===== src/rtl/gtx_pkg.sv =====
package gtx_pkg;
    typedef enum logic [0:0] {
        TX_IDLE = 1'b0,
        TX_SEND = 1'b1
    } tx_state_e;
endpackage


===== src/rtl/gtx_beat_buffer.sv =====
module gtx_beat_buffer #(
    parameter int BEAT_W = 66,
    parameter int DEPTH  = 16
) (
    input  logic              clk,
    input  logic              rst,
    input  logic              wr_en,
    input  logic [BEAT_W-1:0] wr_beat,
    input  logic              rd_en,
    output logic [BEAT_W-1:0] head,
    output logic              full,
    output logic              empty
);
    localparam int AW = (DEPTH > 1) ? $clog2(DEPTH) : 1;
    localparam int CW = $clog2(DEPTH + 1);

    logic [BEAT_W-1:0] mem [DEPTH];
    logic [AW-1:0]     wp;
    logic [AW-1:0]     rp;
    logic [CW-1:0]     cnt;

    function automatic logic [AW-1:0] bump(input logic [AW-1:0] p);
        return (p == AW'(DEPTH - 1)) ? '0 : p + AW'(1);
    endfunction

    always_ff @(posedge clk) begin
        if (wr_en) mem[wp] <= wr_beat;
    end

    always_ff @(posedge clk) begin
        if (rst) begin
            wp  <= '0;
            rp  <= '0;
            cnt <= '0;
        end else begin
            if (wr_en) wp <= bump(wp);
            if (rd_en) rp <= bump(rp);
            unique case ({wr_en, rd_en})
                2'b10:   cnt <= cnt + CW'(1);
                2'b01:   cnt <= cnt - CW'(1);
                default: cnt <= cnt;
            endcase
        end
    end

    assign head  = mem[rp];
    assign full  = (cnt == CW'(DEPTH));
    assign empty = (cnt == '0);

    // a write never lands on a full buffer
    assert_no_overflow_R2: assert property (@(posedge clk) disable iff (rst)
        wr_en |-> !full);
    // a read never takes from an empty buffer
    assert_no_underflow_R7: assert property (@(posedge clk) disable iff (rst)
        rd_en |-> !empty);
endmodule


===== src/rtl/gtx_pkt_counter.sv =====
module gtx_pkt_counter #(
    parameter int CW = 5
) (
    input  logic          clk,
    input  logic          rst,
    input  logic          inc,
    input  logic          dec,
    output logic [CW-1:0] count,
    output logic [CW-1:0] count_nxt
);
    always_comb begin
        unique case ({inc, dec})
            2'b10:   count_nxt = count + CW'(1);
            2'b01:   count_nxt = count - CW'(1);
            default: count_nxt = count;
        endcase
    end

    always_ff @(posedge clk) begin
        if (rst) count <= '0;
        else     count <= count_nxt;
    end

    // an end beat only leaves when a complete packet was counted
    assert_start_complete_R3: assert property (@(posedge clk) disable iff (rst)
        dec |-> (count != '0));
endmodule


===== src/rtl/gtx_ready_pipe.sv =====
module gtx_ready_pipe #(
    parameter int LAT = 2
) (
    input  logic clk,
    input  logic rst,
    input  logic rdy_in,
    output logic rdy_dly
);
    logic [LAT-1:0] pipe;

    generate
        if (LAT == 1) begin : g_single
            always_ff @(posedge clk) begin
                if (rst) pipe <= '0;
                else     pipe <= rdy_in;
            end
        end else begin : g_chain
            always_ff @(posedge clk) begin
                if (rst) pipe <= '0;
                else     pipe <= {pipe[LAT-2:0], rdy_in};
            end
        end
    endgenerate

    assign rdy_dly = pipe[LAT-1];
endmodule


===== src/rtl/gtx_tx_fsm.sv =====
module gtx_tx_fsm
    import gtx_pkg::*;
(
    input  logic clk,
    input  logic rst,
    input  logic pkt_avail,
    input  logic pkt_more,
    input  logic rdy_dly,
    input  logic head_eop,
    input  logic buf_empty,
    output logic tx_valid,
    output logic rd_en
);
    tx_state_e state;
    tx_state_e state_nxt;

    // next-state: start, chain, done
    always_comb begin
        state_nxt = state;
        unique case (state)
            TX_IDLE: if (pkt_avail) state_nxt = TX_SEND;
            TX_SEND: if (rdy_dly && head_eop)
                         state_nxt = pkt_more ? TX_SEND : TX_IDLE;
            default: state_nxt = TX_IDLE;
        endcase
    end

    always_ff @(posedge clk) begin
        if (rst) state <= TX_IDLE;
        else     state <= state_nxt;
    end

    always_comb begin
        unique case (state)
            TX_SEND: tx_valid = rdy_dly;
            default: tx_valid = 1'b0;
        endcase
        rd_en = tx_valid;
    end

    // sending only happens with stored beats behind it
    assert_send_nonempty_R3: assert property (@(posedge clk) disable iff (rst)
        (state == TX_SEND) |-> !buf_empty);
endmodule


===== src/rtl/gapless_tx_streamer.sv =====
module gapless_tx_streamer #(
    parameter int DATA_W  = 64,
    parameter int DEPTH   = 16,
    parameter int RDY_LAT = 2
) (
    input  logic              clk,
    input  logic              rst,
    input  logic              in_valid,
    output logic              in_ready,
    input  logic [DATA_W-1:0] in_data,
    input  logic              in_sop,
    input  logic              in_eop,
    output logic              tx_valid,
    input  logic              tx_ready,
    output logic [DATA_W-1:0] tx_data,
    output logic              tx_sop,
    output logic              tx_eop
);
    localparam int BEAT_W = DATA_W + 2;
    localparam int CNT_W  = $clog2(DEPTH + 1);

    logic              buf_full;
    logic              buf_empty;
    logic              wr_en;
    logic              rd_en;
    logic              rdy_dly;
    logic              pkt_inc;
    logic              pkt_dec;
    logic [BEAT_W-1:0] head;
    logic [CNT_W-1:0]  pkt_cnt;
    logic [CNT_W-1:0]  pkt_cnt_nxt;

    assign in_ready = !buf_full;
    assign wr_en    = in_valid && in_ready;
    assign tx_data  = head[DATA_W-1:0];
    assign tx_eop   = head[DATA_W];
    assign tx_sop   = head[DATA_W+1];
    assign pkt_inc  = wr_en && in_eop;
    assign pkt_dec  = rd_en && tx_eop;

    gtx_beat_buffer #(.BEAT_W(BEAT_W), .DEPTH(DEPTH)) u_buf (
        .clk(clk), .rst(rst),
        .wr_en(wr_en), .wr_beat({in_sop, in_eop, in_data}),
        .rd_en(rd_en), .head(head),
        .full(buf_full), .empty(buf_empty)
    );

    gtx_pkt_counter #(.CW(CNT_W)) u_cnt (
        .clk(clk), .rst(rst),
        .inc(pkt_inc), .dec(pkt_dec),
        .count(pkt_cnt), .count_nxt(pkt_cnt_nxt)
    );

    gtx_ready_pipe #(.LAT(RDY_LAT)) u_rdy (
        .clk(clk), .rst(rst),
        .rdy_in(tx_ready), .rdy_dly(rdy_dly)
    );

    gtx_tx_fsm u_fsm (
        .clk(clk), .rst(rst),
        .pkt_avail(pkt_cnt != '0), .pkt_more(pkt_cnt_nxt != '0),
        .rdy_dly(rdy_dly), .head_eop(tx_eop), .buf_empty(buf_empty),
        .tx_valid(tx_valid), .rd_en(rd_en)
    );

    // port-level observers for the protocol assertions
    logic [1:0] hi_run;
    logic [1:0] lo_run;
    logic       in_pkt;

    always_ff @(posedge clk) begin
        if (rst) begin
            hi_run <= '0;
            lo_run <= '0;
            in_pkt <= 1'b0;
        end else begin
            hi_run <= tx_ready ? ((hi_run == 2'd3) ? hi_run : hi_run + 2'd1) : 2'd0;
            lo_run <= tx_ready ? 2'd0 : ((lo_run == 2'd3) ? lo_run : lo_run + 2'd1);
            if (tx_valid && tx_eop)       in_pkt <= 1'b0;
            else if (tx_valid && tx_sop)  in_pkt <= 1'b1;
        end
    end

    assert_reset_idle_R1: assert property (@(posedge clk)
        rst |=> (!tx_valid && in_ready));
    assert_valid_drop_R6: assert property (@(posedge clk) disable iff (rst)
        (lo_run >= 2'(RDY_LAT)) |-> !tx_valid);
    assert_no_gap_R5: assert property (@(posedge clk) disable iff (rst)
        (in_pkt && hi_run >= 2'(RDY_LAT)) |-> tx_valid);
    assert_sop_first_R4: assert property (@(posedge clk) disable iff (rst)
        (tx_valid && !in_pkt) |-> tx_sop);
    assert_sop_inside_R4: assert property (@(posedge clk) disable iff (rst)
        (tx_valid && in_pkt) |-> !tx_sop);
endmodule


===== config.mk =====
export PLATFORM = sky130hd
export DESIGN_NAME = gapless_tx_streamer
export DESIGN_NICKNAME = d
export VERILOG_FILES = /design/src/rtl/gtx_pkg.sv /design/src/rtl/gtx_beat_buffer.sv /design/src/rtl/gtx_pkt_counter.sv /design/src/rtl/gtx_ready_pipe.sv /design/src/rtl/gtx_tx_fsm.sv /design/src/rtl/gapless_tx_streamer.sv
export SDC_FILE = /design/constraint.sdc
export NUM_CORES = 1
export LEC_CHECK = 0
export BUFFER_PORTS_ARGS = -buffer_cell sky130_fd_sc_hd__buf_2
export CAP_MARGIN = 20
export CORE_MARGIN = 2
export CORE_UTILIZATION = 39
export DETAILED_ROUTE_END_ITERATION = 12
export GPL_ROUTABILITY_DRIVEN = 0
export HOLD_SLACK_MARGIN = 0.05
export PLACE_DENSITY_LB_ADDON = 0.15
export SYNTH_ARGS = -nofsm -noshare
export SYNTH_HDL_FRONTEND = slang
export SYNTH_HIERARCHICAL = 1
export SYNTH_SLANG_ARGS = --single-unit

===== constraint.sdc =====
create_clock -name clk -period 9.45 [get_ports clk]
set_input_delay 0.4725 -clock clk [delete_from_list [all_inputs] [get_ports clk]]
set_output_delay 0.4725 -clock clk [all_outputs]
set_load 0.03 [all_outputs]

# [Word-level counts from Yosys, hierarchy flattened]
# Memory sizes are Yosys's and may differ from the RTL's. A register that Yosys moved wholly into a read port is not among the register bits.
# Index checks and enable logic that the tools add are counted.
[totals] regBits=21 ramBits=1056 n_memories=1 input_bits=70 wordCells=42
[mem_list] memory="u_buf.mem" words=16 width=66 read_ports=1 rd_clocked_by_memory_dff=1 write_ports=1 line="gtx_beat_buffer.sv:17" rtl="logic [BEAT_W-1:0] mem [DEPTH];"
[classes] addsub=6 bitwise=1 eq_ne=7 n_mux=13 n_reduce_logical=8
[op_table] cell="$pmux 5 s2" count=2
[op_table] cell="$mux 4" count=4
[op_table] cell="$add 5x1->5 const B" count=2
[op_table] cell="$reduce_bool 5->1" count=2
[op_table] cell="$sub 5x1->5 const B" count=2
[op_table] cell="$add 4x1->4 const B" count=2
[op_table] cell="$eq 4x4->1 const B" count=2
[op_table] cell="$mux 1" count=6
[op_table] cell="$eq 5x5->1 const B" count=1
[op_table] cell="$eq 2x1->1 const B" count=2
[op_table] cell="$eq 2x2->1 const B" count=2
[op_table] cell="$logic_and 1x1->1" count=4
[op_table] cell="$pmux 1 s2" count=1
[op_table] cell="$reduce_bool 2->1" count=1
[op_table] cell="$logic_not 1->1" count=1
[op_table] cell="$not 1->1" count=1

# [Depth between registers and ports, before layout]
# Gate-level depths: netlist of run 1.
[depth] depth_word=10 depth_mapped=19 mapped_depth_nobuf=16

# [Modules after synthesis]
# Netlist of run 1, hierarchy kept.
[modules_own_cells] mod="gtx_beat_buffer" instances=1 cells_per_inst=1730 seq_area_each_um2=32050.7 area_per_inst_um2=40377.5
[modules_own_cells] mod="gtx_pkt_counter" instances=1 cells_per_inst=51 seq_area_each_um2=100.1 area_per_inst_um2=439.2
[modules_own_cells] mod="gtx_tx_fsm" instances=1 cells_per_inst=6 seq_area_each_um2=20.0 area_per_inst_um2=58.8
[modules_own_cells] mod="gapless_tx_streamer" instances=1 cells_per_inst=10 seq_area_each_um2=0.0 area_per_inst_um2=57.6
[modules_own_cells] mod="gtx_ready_pipe" instances=1 cells_per_inst=4 seq_area_each_um2=40.0 area_per_inst_um2=52.6

# [Worst setup path before layout of run 1]
# No wires, ideal clock.
[synth_timing] kind="reg-to-reg" startpoint="reg with a tool-made name" endpoint="reg u_fsm.state" arrival_time_ns=3.738 path_stages_with_launch=20 setup_ns=0.088 n_path_buf=4 required_time_ns=9.362 slack_ns=5.624 synth_period_minus_slack_ns=3.826 path_cell_list="dfxtp_1 > clkbuf_1 > buf_2 > buf_6 > mux4_2 > a22oi_1 > nand2_1 > and2_1 > ha_1 > buf_2 > xor2_1 > ha_1 > nor2b_1 > o211a_1 > or3_4 > nand3_1 > nor2_1 > nand2_1 > inv_1 > a311oi_2"
[synth_rtl] item="end signal, assigned" line="gtx_tx_fsm.sv:30" rtl="else state <= state_nxt;"
[synth_rtl] item="end, declared" line="gtx_tx_fsm.sv:14" rtl="tx_state_e state;"

==> impl_metrics.json, run 1 <==
{
  "grt_use_met3_pct": 3.792,
  "holdWs_ns": 0.1510,
  "gr-max-usage-layer": "met2",
  "gr-usage-met1_pct": 24.53,
  "worstSetupStartpointType": "flip-flop",
  "viasPerCell": 5.522,
  "layout_commonest_cell": "edfxtp_1",
  "cts_root_buffer": "clkbuf_16",
  "num_rows": 118,
  "cellLeakagePower_nw": 14.59,
  "post-route-min-period_ns": 5.029,
  "dp_cells": 3254,
  "final-hold-violation-count": 0,
  "avgSynthCellArea_um2": 22.77,
  "firstDrtPassIters": 4,
  "antenna_found_initial": 16,
  "setup_violations": 0,
  "drc": 0,
  "fmax_mhz": 198.9,
  "worst_slew_pin_slew_ns": 1.153,
  "grt_pass1_wl_um": 142500,
  "period_share_pct": 53.21,
  "die_area_mm2": 0.1077,
  "routed_wl_um": 97750,
  "yosys_warnings": 6,
  "max_slew_margin_pct": 23.16,
  "hp-class": "in -> reg",
  "status": "completed",
  "die-height_um": 328.2,
  "ant_nets": 0,
  "critPathKind": "reg -> out",
  "crit_path_end_kind": "output pin",
  "most-common-layout-cells": "1056 x edfxtp_1, 264 x mux4_2, 137 x buf_2, 132 x a22oi_1, 116 x clkbuf_16",
  "syn_to_final_growth_pct": 14.14,
  "maxSlewViolCount": 0,
  "use_met2_pct": 30.51,
  "hpwl_um": 47310,
  "cts_setup_buffers": 0,
  "drt_iter0_markers": 1634,
  "htree_levels": 3,
  "fin_skew_ns": 0.02587,
  "rsz0062_at_grt": "false",
  "start_util_pct": 39.43,
  "synth_nets": 1882,
  "layout-drive-gt1-share_pct": 29.57,
  "fp.dieW_um": 328.2,
  "io-pin-count": 138,
  "vias": 19150,
  "ir_drop_v": 0.0001449,
  "synthCells": 1800,
  "core_area_mm2": 0.1039,
  "grt_overflow": 0,
  "worstPathArrival_ns": 4.56,
  "syn-cell-area_mm2": 0.04098,
  "drv_cap": 0,
  "cts_sinks": 1081,
  "critPathRequiredTime_ns": 8.98,
  "fin_cells": 3468,
  "grt_max_degree": 168,
  "numCtsBuffers": 115,
  "crit_fanout": 45,
  "cellPowerDensity_mw_per_mm2": 211.7,
  "clk_pin_slew_ns": 0.06,
  "grt_pass1_vias": 20590,
  "cts_tree": "done",
  "worstSkewPairLatency_ns": 0.68,
  "multi_input_area_mm2": 0.008317,
  "seq_area_mm2": 0.03222,
  "final_nets": 2074,
  "port_buffers": 137,
  "routedWlPerCell_um": 28.19,
  "regToRegSetupSlack_ns": 4.72,
  "tns_ns": 0,
  "fill_cells": 8855,
  "cts_max_path_buffers": 3,
  "grt_usage_pct": 18.34,
  "cts_resized": 0
}
[what timing repair did]
| item | 4_1_cts | 5_1_grt |
|---|---|---|
| endpoints found under the setup margin | 0 | 0 |
| hold buffers | 1 | 0 |
| endpoints found under the hold margin | 1 | 0 |
[sequential cells by signal (all words and copies together), names as in the netlist, named ones only]
| name | flops |
|---|---|
| u_rdy/pipe | 2 |
| u_buf/rp | 4 |
| u_buf/cnt | 5 |
| u_buf/wp | 4 |
| u_cnt/count | 5 |
| u_fsm/state | 1 |
| u_buf/mem | 1056 |
[stage by stage]
stage	setup slack, ns	total power, W	cell area (um2)	util, %
2_1_floorplan	5.624	0.005645	40980	-
4_1_cts	4.127	0.01002	46760	44.99
6_report	4.421	0.009902	46780	45.00
5_1_grt	3.907	0.01023	46780	45.00
3_3_place_gp	4.643	0.005799	43220	41.58
3_5_place_dp	4.701	0.005812	43240	41.60
[routing by layer]
metal  part of all wire [%]  up-vias
li1                       -     8058
met1                     43    10470
met2                     50      444
met3                    4.9      162
met4                    2.4       14
met5                  0.073        -
[critical path, cell delays in order (launching register included)]
cell,delay [ns]
dfxtp_4,0.96
buf_4,0.80
buf_4,0.80
mux4_2,0.60
a22oi_1,0.20
nand2_1,0.18
buf_2,0.23
[power breakdown]
part           switching [W]  internal [W]  leakage, nW
combinational       0.000243      0.000116         3.12
sequential         0.0000192       0.00532         9.74
clock                0.00178       0.00242         1.73
total                0.00204       0.00786         14.6
[path summary, 6_finish.rpt]
kind	start	end	cells after the start
worst max-delay path	flip-flop	tx_data[45]	6
worst min-delay path	in_data[41]	u_buf/mem[13][41]	1
worst max register to register	flip-flop	u_fsm/state	16
worst min register to register	u_rdy/pipe[0]	u_rdy/pipe[1]	1
[area by class of cell]
class | count | area share [%]
diodes | 5 | 0.02675
clock buffers | 146 | 6.511
clock inverters | 62 | 0.9951
inverters | 8 | 0.06420
multi-input cells | 617 | 17.78
flip-flops and latches | 1081 | 68.88
well taps | 1380 | 3.691
repair buffers | 169 | 2.054
No activity file was read; power rests on OpenSTA's default activity.
==> run 2: changes to the inputs <==
==> constraint.sdc (replaced) <==
create_clock -name clk -period 4.1 [get_ports clk]
set_input_delay 0.205 -clock clk [delete_from_list [all_inputs] [get_ports clk]]
set_output_delay 0.205 -clock clk [all_outputs]
set_load 0.03 [all_outputs]
==> run 2 against run 1 <==
  * Clock skew grew 0.0070 ns
  * Register-to-register slack lost 4.4 ns
  * Via count grew 2.4%
  * Routed wire length grew 0.17%
  * Sequential share of layout area shrank 1.5 points
  * Worst setup slack lost 4.2 ns
  * Clock power grew 130%
  * Global-route usage is essentially flat
  * Clock-buffer cell count shrank 5
  * Worst hold slack gained 0.29 ns
  * Critical path depth is the same
  * Flip-flop and latch count is the same
  * Critical path type unchanged
  * Largest power group unchanged
==> impl_metrics.json, run 2 (synthesized netlist as in run 1, its figures left out) <==
{
  "cellPowerDensity_mw_per_mm2": 478.3,
  "status": "completed",
  "antenna_found_initial": 9,
  "fin_util_pct": 46.02,
  "setup_violations": 0,
  "max_slew_margin_pct": 26.93,
  "firstDrtPassIters": 5,
  "fmax_mhz": 257.2,
  "gr-max-usage-layer": "met2",
  "start_util_pct": 39.43,
  "period_share_pct": 94.83,
  "grt_usage_pct": 18.35,
  "fp.dieW_um": 328.2,
  "fill_cells": 8706,
  "regMostFlops": "u_buf/mem",
  "cts_max_path_buffers": 3,
  "maxSlewViolCount": 0,
  "routed_wl_um": 97920,
  "critPathRequiredTime_ns": 3.89,
  "io-pin-count": 138,
  "drt_iter0_markers": 1634,
  "use_met2_pct": 30.92,
  "p_int_w": 0.01814,
  "largest_register_ffs": 1056,
  "crit_family": "buffers and inverters",
  "numCtsBuffers": 110,
  "crit_path_end_kind": "output pin",
  "rsz0062_at_grt": "false",
  "ir_drop_v": 0.0003391,
  "port_buffers": 137,
  "holdWs_ns": 0.4385,
  "grt_overflow": 0,
  "clk_pin_slew_ns": 0.06,
  "vias": 19610,
  "final-hold-violation-count": 0,
  "gr-usage-met1_pct": 24.93,
  "critical_path_buf_inv_count": 3,
  "cts_tree": "done",
  "final_nets": 2165,
  "routedWlPerCell_um": 27.53,
  "cellLeakagePower_nw": 15.03,
  "core_area_mm2": 0.1039,
  "die-height_um": 328.2,
  "power.net_switching_w": 0.004741,
  "cts_setup_buffers": 0,
  "cp_slowest_cell": "buf_4",
  "syn_to_final_growth_pct": 16.71,
  "path_cells": "buf_4 > buf_6 > mux4_2 > a22oi_1 > nand2_1 > buf_2",
  "grt_use_met3_pct": 3.255,
  "num_rows": 118,
  "switching_share_pct": 20.72,
  "worstSetupStartpointType": "flip-flop",
  "power_frac_clock_pct": 42.3,
  "drv_cap": 0,
  "tns_ns": 0,
  "cts_root_buffer": "clkbuf_16",
  "grt_pass1_vias": 20820,
  "layout-drive-gt1-share_pct": 29.41,
  "htree_levels": 3,
  "place_worst_setup_slack_ns": 0.3450,
  "p_comb_share_pct": 4.0,
  "drc": 0,
  "post-route-min-period_ns": 3.888,
  "hp-class": "reg -> reg",
  "ant_nets": 0,
  "crit_fanout": 66,
  "grt_pass1_wl_um": 143100,
  "layout_commonest_cell": "edfxtp_1",
  "worstSkewPairLatency_ns": 0.69,
  "worstPathArrival_ns": 3.68,
  "cts_sinks": 1081,
  "critPathKind": "reg -> out",
  "most-common-layout-cells": "1056 x edfxtp_1, 264 x mux4_2, 137 x buf_2, 132 x a22oi_1, 113 x clkbuf_16",
  "p_seq_share_pct": 53.8,
  "multi_input_area_mm2": 0.008317,
  "setup_ws_ns": 0.2121,
  "viasPerCell": 5.512,
  "grt_max_degree": 122,
  "hpwl_um": 50460,
  "max_stage_delay_ns": 0.79,
  "top_regs": "u_buf/mem (1056), u_buf/cnt (5), u_cnt/count (5)",
  "die_area_mm2": 0.1077,
  "worst_slew_pin_slew_ns": 1.096,
  "seq_area_mm2": 0.03222,
  "fin_skew_ns": 0.03289
}
## run 2: changes by cell type in the layout (fill, tap and decap cells not counted), sizes merged
| cell | delta |
|---|---|
| inv | -2 |
| clkbuf | -5 |
| diode | -4 |
| clkinv | -3 |
| dlygate4sd3 | +69 |
| clkinvlp | +5 |
| bufinv | +2 |
| buf | +27 |
## run 2: repair_timing
action	4_1_cts	5_1_grt
hold buffers	70	0
hold endpoints to repair	1074	0
endpoints found under the setup margin	32	12
gates resized for setup	3	4
## run 2: cell type report
type	count	share of cell area, %
antenna	1	0.005232
timing repair buffer	265	4.264
clock buffer	141	6.132
sequential	1081	67.36
tap	1380	3.610
multi-input combinational	617	17.39
inverter	8	0.06278
clock inverter	64	1.180
## run 2: metrics by stage
step | cells | instance area, um2 | power (W)
6_report | 3557 | 47830 | 0.02288
5_1_grt | 3557 | 47830 | 0.02362
4_1_cts | 3555 | 47790 | 0.02313
3_5_place_dp | 3280 | 43580 | 0.01341
3_3_place_gp | 3280 | 43580 | 0.01338
2_1_floorplan | 1800 | 40980 | 0.01301
## run 2: path summary, 6_finish.rpt
check / startpoint / to / slack (ns) / cells past startpoint
worst max register to register: flip-flop / u_fsm/state / 0.34 / 15
worst min-delay path: u_rdy/pipe[0] / u_rdy/pipe[1] / 0.44 / 1
worst max-delay path: flip-flop / tx_data[15] / 0.21 / 6
worst min register to register: u_rdy/pipe[0] / u_rdy/pipe[1] / 0.44 / 1
## run 2: metal layers
metal / wire (um) / vias to the layer above / part of all wire (%)
met1: 42310 / 10720 / 43
met3: 4768 / 147 / 4.9
li1: - / 8237 / -
met2: 48680 / 495 / 50
met4: 2092 / 10 / 2.1
met5: 64 / - / 0.065
## run 2: power groups by stage
stage / combinational [W] / clock, W / sequential [W]
6_report: 0.000908 / 0.00967 / 0.0123
2_1_floorplan: 0.000478 / 0 / 0.0125
4_1_cts: 0.000933 / 0.00990 / 0.0123
3_3_place_gp: 0.000852 / 0 / 0.0125
3_5_place_dp: 0.000870 / 0 / 0.0125
5_1_grt: 0.000989 / 0.0103 / 0.0123
